**src/rtl/gr_pkg.sv**
```systemverilog
package gr_pkg;
  localparam int unsigned GR_NORM_GATES = 11;
  localparam int unsigned GR_OVL_GATES  = 6;

  // Return decision inputs bundled for the next-state logic
  typedef struct packed {
    logic done;         // instruction logic finished this pass
    logic ovl_pending;  // overlapped transfer waiting
  } gr_ret_t;
endpackage

```
**src/rtl/gr_enable.sv**
```systemverilog
module gr_enable (
  input  logic adv,
  input  logic freeze,
  input  logic io_now_req,
  output logic go
);
  // Freeze blocks the strobe unless a non-overlapped transfer needs the ring
  always_comb go = adv & (~freeze | io_now_req);
endmodule

```
**src/rtl/gr_step.sv**
```systemverilog
module gr_step
  import gr_pkg::*;
#(
  parameter int unsigned NORM_N = GR_NORM_GATES,
  parameter int unsigned OVL_N  = GR_OVL_GATES
) (
  input  logic [NORM_N-1:0] cur_n,
  input  logic [OVL_N-1:0]  cur_o,
  input  gr_ret_t           ret,
  output logic [NORM_N-1:0] nxt_n,
  output logic [OVL_N-1:0]  nxt_o
);
  logic in_norm, leave_norm, to_steal, to_head;

  always_comb begin
    in_norm    = |cur_n;
    leave_norm = in_norm & ret.done;
    to_steal   = leave_norm & ret.ovl_pending;
    to_head    = (leave_norm & ~ret.ovl_pending) | cur_o[OVL_N-1];
  end

  // Normal branch: head, shift chain, and a self-holding tail
  always_comb nxt_n[0] = to_head;

  for (genvar i = 1; i < NORM_N; i++) begin : g_norm
    if (i == NORM_N - 1) begin : g_tail
      always_comb nxt_n[i] = (cur_n[i-1] | cur_n[i]) & ~ret.done;
    end else begin : g_mid
      always_comb nxt_n[i] = cur_n[i-1] & ~ret.done;
    end
  end

  // Overlapped branch: entered from the return point, plain shift after
  always_comb nxt_o[0] = to_steal;

  for (genvar j = 1; j < OVL_N; j++) begin : g_ovl
    always_comb nxt_o[j] = cur_o[j-1];
  end
endmodule

```
**src/rtl/gr_reg.sv**
```systemverilog
module gr_reg #(
  parameter int unsigned W = 17,
  parameter logic [W-1:0] RST_VAL = '0
) (
  input  logic         clk,
  input  logic         rst_n,
  input  logic         en,
  input  logic [W-1:0] d,
  output logic [W-1:0] q
);
  always_ff @(posedge clk) begin
    if (!rst_n)  q <= RST_VAL;
    else if (en) q <= d;
  end

  // with no enable the register keeps its value
  a_r3_hold_idle: assert property (@(posedge clk) disable iff (!rst_n)
    !en |=> $stable(q));
endmodule

```
**src/rtl/gate_ring_seq.sv**
```systemverilog
module gate_ring_seq
  import gr_pkg::*;
#(
  parameter int unsigned NORM_N = GR_NORM_GATES,
  parameter int unsigned OVL_N  = GR_OVL_GATES
) (
  input  logic              clk,
  input  logic              prog_rst_n,
  input  logic              adv,
  input  logic              last_gate,
  input  logic              freeze,
  input  logic              io_now_req,
  input  logic              io_ovl_req,
  output logic [NORM_N-1:0] norm_gate,
  output logic [OVL_N-1:0]  ovl_gate
);
  localparam int unsigned TOT = NORM_N + OVL_N;
  localparam logic [TOT-1:0] HEAD = TOT'(1);

  logic            go;
  gr_ret_t         ret;
  logic [TOT-1:0]  ring_q, ring_d;
  logic [NORM_N-1:0] nxt_n;
  logic [OVL_N-1:0]  nxt_o;

  gr_enable u_en (
    .adv        (adv),
    .freeze     (freeze),
    .io_now_req (io_now_req),
    .go         (go)
  );

  always_comb begin
    ret.done        = last_gate;
    ret.ovl_pending = io_ovl_req;
  end

  gr_step #(.NORM_N(NORM_N), .OVL_N(OVL_N)) u_step (
    .cur_n (ring_q[NORM_N-1:0]),
    .cur_o (ring_q[TOT-1:NORM_N]),
    .ret   (ret),
    .nxt_n (nxt_n),
    .nxt_o (nxt_o)
  );

  always_comb ring_d = {nxt_o, nxt_n};

  gr_reg #(.W(TOT), .RST_VAL(HEAD)) u_ring (
    .clk   (clk),
    .rst_n (prog_rst_n),
    .en    (go),
    .d     (ring_d),
    .q     (ring_q)
  );

  always_comb begin
    norm_gate = ring_q[NORM_N-1:0];
    ovl_gate  = ring_q[TOT-1:NORM_N];
  end

  // a single gate is live
  a_r2_one_gate: assert property (@(posedge clk) disable iff (!prog_rst_n)
    $countones({ovl_gate, norm_gate}) == 1);

  // freeze without a non-overlapped request holds the ring
  a_r7_freeze_hold: assert property (@(posedge clk) disable iff (!prog_rst_n)
    (freeze && !io_now_req) |=> $stable({ovl_gate, norm_gate}));

  // the override lets gate A move on to B
  a_r8_override_moves: assert property (@(posedge clk) disable iff (!prog_rst_n)
    (adv && freeze && io_now_req && norm_gate[0] && !last_gate) |=> norm_gate[1]);

  // a waiting overlapped request diverts the return into the stolen branch
  a_r9_enter_ovl: assert property (@(posedge clk) disable iff (!prog_rst_n)
    (go && (|norm_gate) && last_gate && io_ovl_req) |=> ovl_gate[0]);

  // the last stolen gate rejoins at A
  a_r10_w_returns: assert property (@(posedge clk) disable iff (!prog_rst_n)
    (go && ovl_gate[OVL_N-1]) |=> norm_gate[0]);
endmodule

```
**config.mk**
```make
export PLATFORM = sky130hd
export DESIGN_NAME = gate_ring_seq
export DESIGN_NICKNAME = d
export VERILOG_FILES = /design/src/rtl/gr_pkg.sv /design/src/rtl/gr_enable.sv /design/src/rtl/gr_step.sv /design/src/rtl/gr_reg.sv /design/src/rtl/gate_ring_seq.sv
export SDC_FILE = /design/constraint.sdc
export NUM_CORES = 1
export LEC_CHECK = 0
export CAP_MARGIN = 30
export CORE_MARGIN = 2
export CORE_UTILIZATION = 44
export CTS_CLUSTER_SIZE = 25
export DETAILED_ROUTE_END_ITERATION = 10
export HOLD_SLACK_MARGIN = 0.15
export PLACE_DENSITY = 0.88
export SKIP_LAST_GASP = 1
export SLEW_MARGIN = 15
export SYNTH_ARGS = -nofsm -noshare
export SYNTH_HDL_FRONTEND = slang
export SYNTH_SLANG_ARGS = --single-unit
```
**constraint.sdc**
```tcl
create_clock -name clk -period 1.8 [get_ports clk]
set_clock_uncertainty 0.2 [all_clocks]
set_input_delay 0.45 -clock clk [delete_from_list [all_inputs] [get_ports clk]]
set_output_delay 0.45 -clock clk [all_outputs]
set_load 0.05 [all_outputs]
```
Word level (Yosys, flattened, before mapping)
Cells that the tools add are included.
Word-level totals
  flip-flop bits (word level): 17
  output and inout port bits: 17
  word-level logic and storage cells: 22
Operators by class
  bitwise gates (word level): 20
  reduce and logical (&&, ||, !) cells: 1
Operators by type and width (count)
  1-bit bitwise AND: 14
  11-bit OR reduction: 1
  1-bit NOT: 3
  1-bit OR: 3

Longest topological paths before layout
Gate-level depths: netlist (run 1).
  depth in word-level cells: 4
  depth in mapped cells: 5

By module
A second synthesis (run 1) with hierarchy kept.
Unflattened totals
  cells, all modules: 84
  area, all modules: 852.1 um^2
Modules (own cells, without submodules)
  gr_reg: instances 1, cells an instance 54, area each 649.4 um^2
  gr_step: instances 1, cells an instance 28, area each 191.4 um^2
  gr_enable: instances 1, cells an instance 2, area each 11.3 um^2

Worst setup path before layout (run 1)
OpenSTA, ideal clock, no wires.
  path kind: flip-flop to flip-flop
  start point: register u_ring.q[0]
  end point: register u_ring.q[0]
  setup time: 136 ps
  arrival time: 1471 ps
  path slack: -6 ps
  stages on the path, launching flop included: 4
  buffers on the path: 0
  clock period less this slack: 1806 ps
  cells stage by stage: dfxtp_1 -> or4_4 -> o311ai_2 -> a41oi_1
On the way
  cells in the longest elaborated chain, start to end: 4
RTL lines
  from (decl): RTL line gr_reg.sv:9  | output logic [W-1:0] q
  from (signal assigned): RTL line gr_reg.sv:12  | if (!rst_n) q <= RST_VAL;
  from (signal assigned): RTL line gr_reg.sv:13  | else if (en) q <= d;
  11-bit OR reduction: RTL line gr_step.sv:16  | in_norm = |cur_n;
  1-bit bitwise AND: RTL line gr_step.sv:17  | leave_norm = in_norm & ret.done;
  1-bit bitwise AND: RTL line gr_step.sv:19  | to_head = (leave_norm & ~ret.ovl_pending) | cur_o[OVL_N-1];
  1-bit OR: RTL line gr_step.sv:19
Every way passes these cells.
A chain may end at the register's enable or synchronous reset.

Worst setup path in the final report (run 1)
  start point: input port io_now_req
  end point: register u_ring.q[12]
On the way
  cells in the longest elaborated chain, start to end: 2
RTL lines
  from (decl): RTL line gate_ring_seq.sv:12  | input logic io_now_req,
  1-bit OR: RTL line gr_enable.sv:8  | always_comb go = adv & (~freeze | io_now_req);
  1-bit bitwise AND: RTL line gr_enable.sv:8
Every way passes these cells.

==> flow_summary.ini, run 1 <==
[run_status]
status = completed

[clocking]
numCtsBuffers = 3
cts_tree = built
post_cts_buffers = 0
cts_hold_buf = 0
htreeDepth = 1
cts_root_buf = clkbuf_4
cts.reportedPaths.clkPinSlew_ns = 0.10
clkSinkCount = 17
cts_buffer_depth = 2
cts_resized = 0
clk_latency_ns = 0.28

[setup_path]
arrival_ns = 1.71
rrSetupSlack_ns = 0.13
critPathLaunchType = input port
worst-setup-path-type = in -> reg
cp_max_fo = 6
reg2reg_from = u_ring.q[0]$_SDFFE_PN1P_
cp_cell_sequence = clkdlybuf4s50_1 -> nand2b_1 -> buf_4 -> nand3_1 -> a21oi_1
timing.rr.end = u_ring.q[0]$_SDFFE_PN1P_
max_stage_delay_ns = 0.51
critPathCaptureType = flip-flop
worst_r2r_path_depth = 3
crit_path_top_delay_cell = clkdlybuf4s50_1
worstPathRequired_ns = 1.81

[finish]
largest_reg_flops = 17
final_cells = 133
nNetsFinal = 125
top_register = u_ring.q
top_regs = u_ring.q x17
drive_gt1_frac = 0.308
layout_common_cells = 18 x buf_12, 16 x dfxtp_1, 14 x a21oi_1
syn2layout_area_growth_pct = 69.6
fillCellCount = 82
antenna_cells = 0
post-route-util = 0.821
final_common_cell = buf_12

[global_routing]
grt_pass1_vias = 802
grt_max_degree = 13
grt_remaining_overflow = 0
antenna_found_initial = 0
grt_usage = 0.245
grt_pass1_wl_um = 3640

[worst_hold_path]
min_path_cells = 2
min_from = u_ring.q[15]$_SDFFE_PN0P_
hp-class = reg -> reg
hold_end = u_ring.q[16]$_SDFFE_PN0P_

[synthesis]
ys_warn_count = 0
yosysUniqueCellTypes = 22
ys_ff_latch = 17
ys_seq_area_frac = 0.456
synthCells = 86
yosysTopAreaCell = dfxtp_1
synth.net_count = 93
synthesis.area_um2 = 746
synth_top_area_frac = 0.456
avgSynthCellArea_um2 = 8.67
ys_top_cells_by_area = dfxtp_1 46%, nand4b_1 11%, a21oi_1 9.4%

[timing]
fmax_mhz = 588
fin_crit_ns = 1.70
worst_slack_ns = 0.0994
tightest_slew_ns = 0.328
fin_tns_setup_ns = 0
drv_slew = 0
report.final.hold_viol_count = 0
rsz0062_at_grt = no
slew_headroom = 0.781
setup_viol = 0
period_share = 0.945

[route]
vias_per_cell = 6.17
wl_per_cell_um = 16.3
drt_wl_total_um = 2170
num_vias = 820
drc = 0
drt-initial-drc-count = 35
final_antenna_net_count = 0
firstDrtPassIters = 4

[floorplan]
die_h_um = 45.2
fp.dieArea_um2 = 2040
rows = 14
io_pins = 24
core_area_um2 = 1540
dieWidth_um = 45.2
start_util = 0.484

[power]
power_density_nw_per_um2 = 567
p_leak_nw = 0.459
vdd_drop_max_mv = 0.433
power_mw = 0.717

[placement]
port_buffers = 23
placedCellCount = 129
finalWeightedCongestion = 0.867
dp_hpwl_um = 1640
dp_slack_ns = -0.124

[run]
drv_cap = 0
-- area by class of cell --
class	instances	area (µm²)	share of cell area
timing repair buffer	35	503	0.398
sequential	17	342	0.270
tap	16	20.0	0.0158
multi-input combinational	57	359	0.284
clock buffer	4	26.3	0.0208
inverter	4	15.0	0.0119
-- synthesized netlist by cell type --
cell / instances
a211oi_1: 2
a21oi_1: 14
a31oi_1: 1
a41oi_1: 1
buf_1: 2
buf_2: 1
clkbuf_1: 5
dfxtp_1: 17
inv_1: 4
nand2_1: 1
nand2b_1: 1
nand3_1: 6
nand4b_1: 9
nor2_1: 1
nor2b_1: 1
o21ai_0: 13
o21ai_1: 1
o22ai_1: 1
o311ai_1: 1
o311ai_2: 1
or3_1: 1
or4_4: 2
-- per-stage QoR --
step | hold slack, ns | area [µm²]
finish | 0.321 | 1260
global route | 0.344 | 1260
CTS | 0.325 | 1260
detailed placement | 0.311 | 1240
global placement | 0.300 | 1240
floorplan | 0.384 | 747
-- worst max-delay path by stage --
stage	end	slack, ns	cells past startpoint	from
floorplan	u_ring.q[0]$_SDFFE_PN1P_	0.01	3	u_ring.q[1]$_SDFFE_PN0P_
global placement	u_ring.q[2]$_SDFFE_PN0P_	-0.02	5	io_now_req
detailed placement	u_ring.q[12]$_SDFFE_PN0P_	-0.12	5	io_now_req
CTS	u_ring.q[0]$_SDFFE_PN1P_	0.12	3	u_ring.q[0]$_SDFFE_PN1P_
global route	u_ring.q[12]$_SDFFE_PN0P_	0.05	5	io_now_req
finish	u_ring.q[12]$_SDFFE_PN0P_	0.1	5	io_now_req
-- cells by family after synthesis --
kind of cell,after synthesis,share of synthesized area
AOI/OAI and AO/OA,35,0.270
DFF,17,0.456
and+or+nand+nor,22,0.211
buffers and inverters,12,0.0621
-- critical path, delay by kind of cell --
family          cells  cell delay, ns
buf+inv             2            0.71
simple gates        2            0.36
compound gates      1            0.19
-- power by group --
part / total [mW] / switching [mW] / internal, mW
sequential: 0.388 / 0.00632 / 0.381
combinational: 0.126 / 0.0640 / 0.0618
clock: 0.204 / 0.118 / 0.0859
total: 0.717 / 0.188 / 0.529
-- routing by layer --
metal,global-route usage,share of wire
met5,0,0
met2,0.409,0.50
met4,0.0941,0.0097
met1,0.301,0.42
met3,0.0600,0.064
Note: power is estimated with default switching activity, not from simulation.
==> run 2, diff against run 1 <==
--- a/config.mk
+++ b/config.mk
@@ -6,7 +6,7 @@
 export NUM_CORES = 1
 export LEC_CHECK = 0
 export CAP_MARGIN = 30
-export CORE_MARGIN = 2
+export CORE_MARGIN = 5
 export CORE_UTILIZATION = 44
 export CTS_CLUSTER_SIZE = 25
 export DETAILED_ROUTE_END_ITERATION = 10
==> constraint.sdc (replaced) <==
create_clock -name clk -period 1.9 [get_ports clk]
set_clock_uncertainty 0.2 [all_clocks]
set_input_delay 0.475 -clock clk [delete_from_list [all_inputs] [get_ports clk]]
set_output_delay 0.475 -clock clk [all_outputs]
set_load 0.05 [all_outputs]
==> run 2 against run 1 <==
- clock power down 2%
- via count down 3.7%
- critical path type is now reg -> reg
- die area up 28%
==> flow_summary.ini, run 2 (same netlist as run 1, synthesis figures left out) <==
[run_status]
status = completed

[clocking]
clkSinkCount = 17
cts_root_buf = clkbuf_4
clk_latency_ns = 0.30
cts_resized = 0
htreeDepth = 1
cts_hold_buf = 0
cts_buffer_depth = 2
post_cts_buffers = 0
cts.reportedPaths.clkPinSlew_ns = 0.10
cts_tree = built
numCtsBuffers = 3

[worst_hold_path]
min_from = u_ring.q[14]$_SDFFE_PN0P_
hp-class = reg -> reg
hold_end = u_ring.q[15]$_SDFFE_PN0P_
min_path_cells = 2

[power]
swShare = 0.274
power_density_nw_per_um2 = 553
power.share.clock = 0.296
vdd_drop_max_mv = 0.371
power.net_switching_mw = 0.185
p_seq_frac = 0.545
p_int_mw = 0.491
power_frac_comb = 0.159
p_leak_nw = 0.436

[route]
drt_wl_total_um = 2070
drc = 0
final_antenna_net_count = 0
vias_per_cell = 6.12
drt-initial-drc-count = 39
num_vias = 790
firstDrtPassIters = 4
wl_per_cell_um = 16.0

[setup_path]
worst-setup-path-type = reg -> reg
rrSetupSlack_ns = 0.21
worstPathRequired_ns = 1.88
reg2reg_from = u_ring.q[0]$_SDFFE_PN1P_
critPathLaunchType = flip-flop
max_stage_delay_ns = 0.56
crit_path_top_delay_cell = or4_4
timing.rr.end = u_ring.q[0]$_SDFFE_PN1P_
arrival_ns = 1.67
critPathCaptureType = flip-flop
cp_max_fo = 4
cp_cell_sequence = or4_4 -> o311ai_2 -> a41oi_1
worst_r2r_path_depth = 3

[finish]
top_regs = u_ring.q x17
nNetsFinal = 121
largest_reg_flops = 17
top_register = u_ring.q
layout_common_cells = 17 x buf_12, 17 x dfxtp_1, 14 x a21oi_1
fillCellCount = 90
drive_gt1_frac = 0.283
antenna_cells = 0
syn2layout_area_growth_pct = 63.9

[global_routing]
grt_pass1_vias = 755
grt_max_degree = 18
grt_remaining_overflow = 0
grt_pass1_wl_um = 3490
grt_usage = 0.176
antenna_found_initial = 0

[placement]
dp_hpwl_um = 1550
finalWeightedCongestion = 0.797
port_buffers = 23

[floorplan]
io_pins = 24
rows = 14
dieWidth_um = 51.2
fp.dieArea_um2 = 2620
die_h_um = 51.2
core_area_um2 = 1560
start_util = 0.478

[timing]
rsz0062_at_grt = no
slew_headroom = 0.749
fin_crit_ns = 1.69
period_share = 0.889
report.final.hold_viol_count = 0
fin_tns_setup_ns = 0
fmax_mhz = 592
setup_viol = 0
drv_slew = 0
tightest_slew_ns = 0.376
whs_ns = 0.326

[run]
drv_cap = 0
-- run 2: how the worst max path moves through the flow --
stage | startpoint | end | slack (ns) | cells after the start
finish | u_ring.q[0]$_SDFFE_PN1P_ | u_ring.q[0]$_SDFFE_PN1P_ | 0.21 | 3
global route | u_ring.q[0]$_SDFFE_PN1P_ | u_ring.q[0]$_SDFFE_PN1P_ | 0.14 | 3
CTS | u_ring.q[0]$_SDFFE_PN1P_ | u_ring.q[0]$_SDFFE_PN1P_ | 0.20 | 3
detailed placement | io_now_req | u_ring.q[4]$_SDFFE_PN0P_ | -0.02 | 5
global placement | adv | u_ring.q[0]$_SDFFE_PN1P_ | 0.05 | 4
floorplan | u_ring.q[0]$_SDFFE_PN1P_ | u_ring.q[0]$_SDFFE_PN1P_ | 0.09 | 3
-- run 2: routing by layer --
metal,part of all wire,up-vias,GRT usage
met3,0.077,5,0.0523
met4,0.018,0,0.0897
met1,0.42,364,0.213
met5,0,-,0
met2,0.49,45,0.281
li1,-,376,-
-- run 2: final cells by class --
type	instances	area [µm²]	share of cell area
Timing Repair Buffer	31	460	0.377
Multi-Input combinational cell	57	359	0.294
Sequential cell	17	340	0.278
Clock buffer	3	22.5	0.0184
Tap cell	16	20.0	0.0164
Inverter	4	15.0	0.0123
Clock inverter	1	5.00	0.00409
-- run 2: power by group through the flow --
stage / Clock [mW] / Sequential [mW] / Combinational (mW)
global placement: 0 / 0.376 / 0.104
global route: 0.225 / 0.370 / 0.114
detailed placement: 0 / 0.377 / 0.106
CTS: 0.207 / 0.369 / 0.107
floorplan: 0 / 0.389 / 0.0397
finish: 0.200 / 0.369 / 0.107
-- run 2: critical path: cells and delay by family, from the launching register on --
kind,cells,cell delay (ns)
compound gates,2,0.42
simple gates,1,0.56
flops,1,0.38
-- run 2: per-stage QoR --
stage               instance area (µm²)  std cells  power [mW]  setup WS, ns   util
finish                             1220        129       0.676         0.210  0.784
global route                       1220        129       0.708         0.139  0.784
CTS                                1220        129       0.682         0.203  0.784
detailed placement                 1190        125       0.483       -0.0205  0.766
global placement                   1190        125       0.480        0.0501  0.766
floorplan                           746         86       0.429        0.0936      -
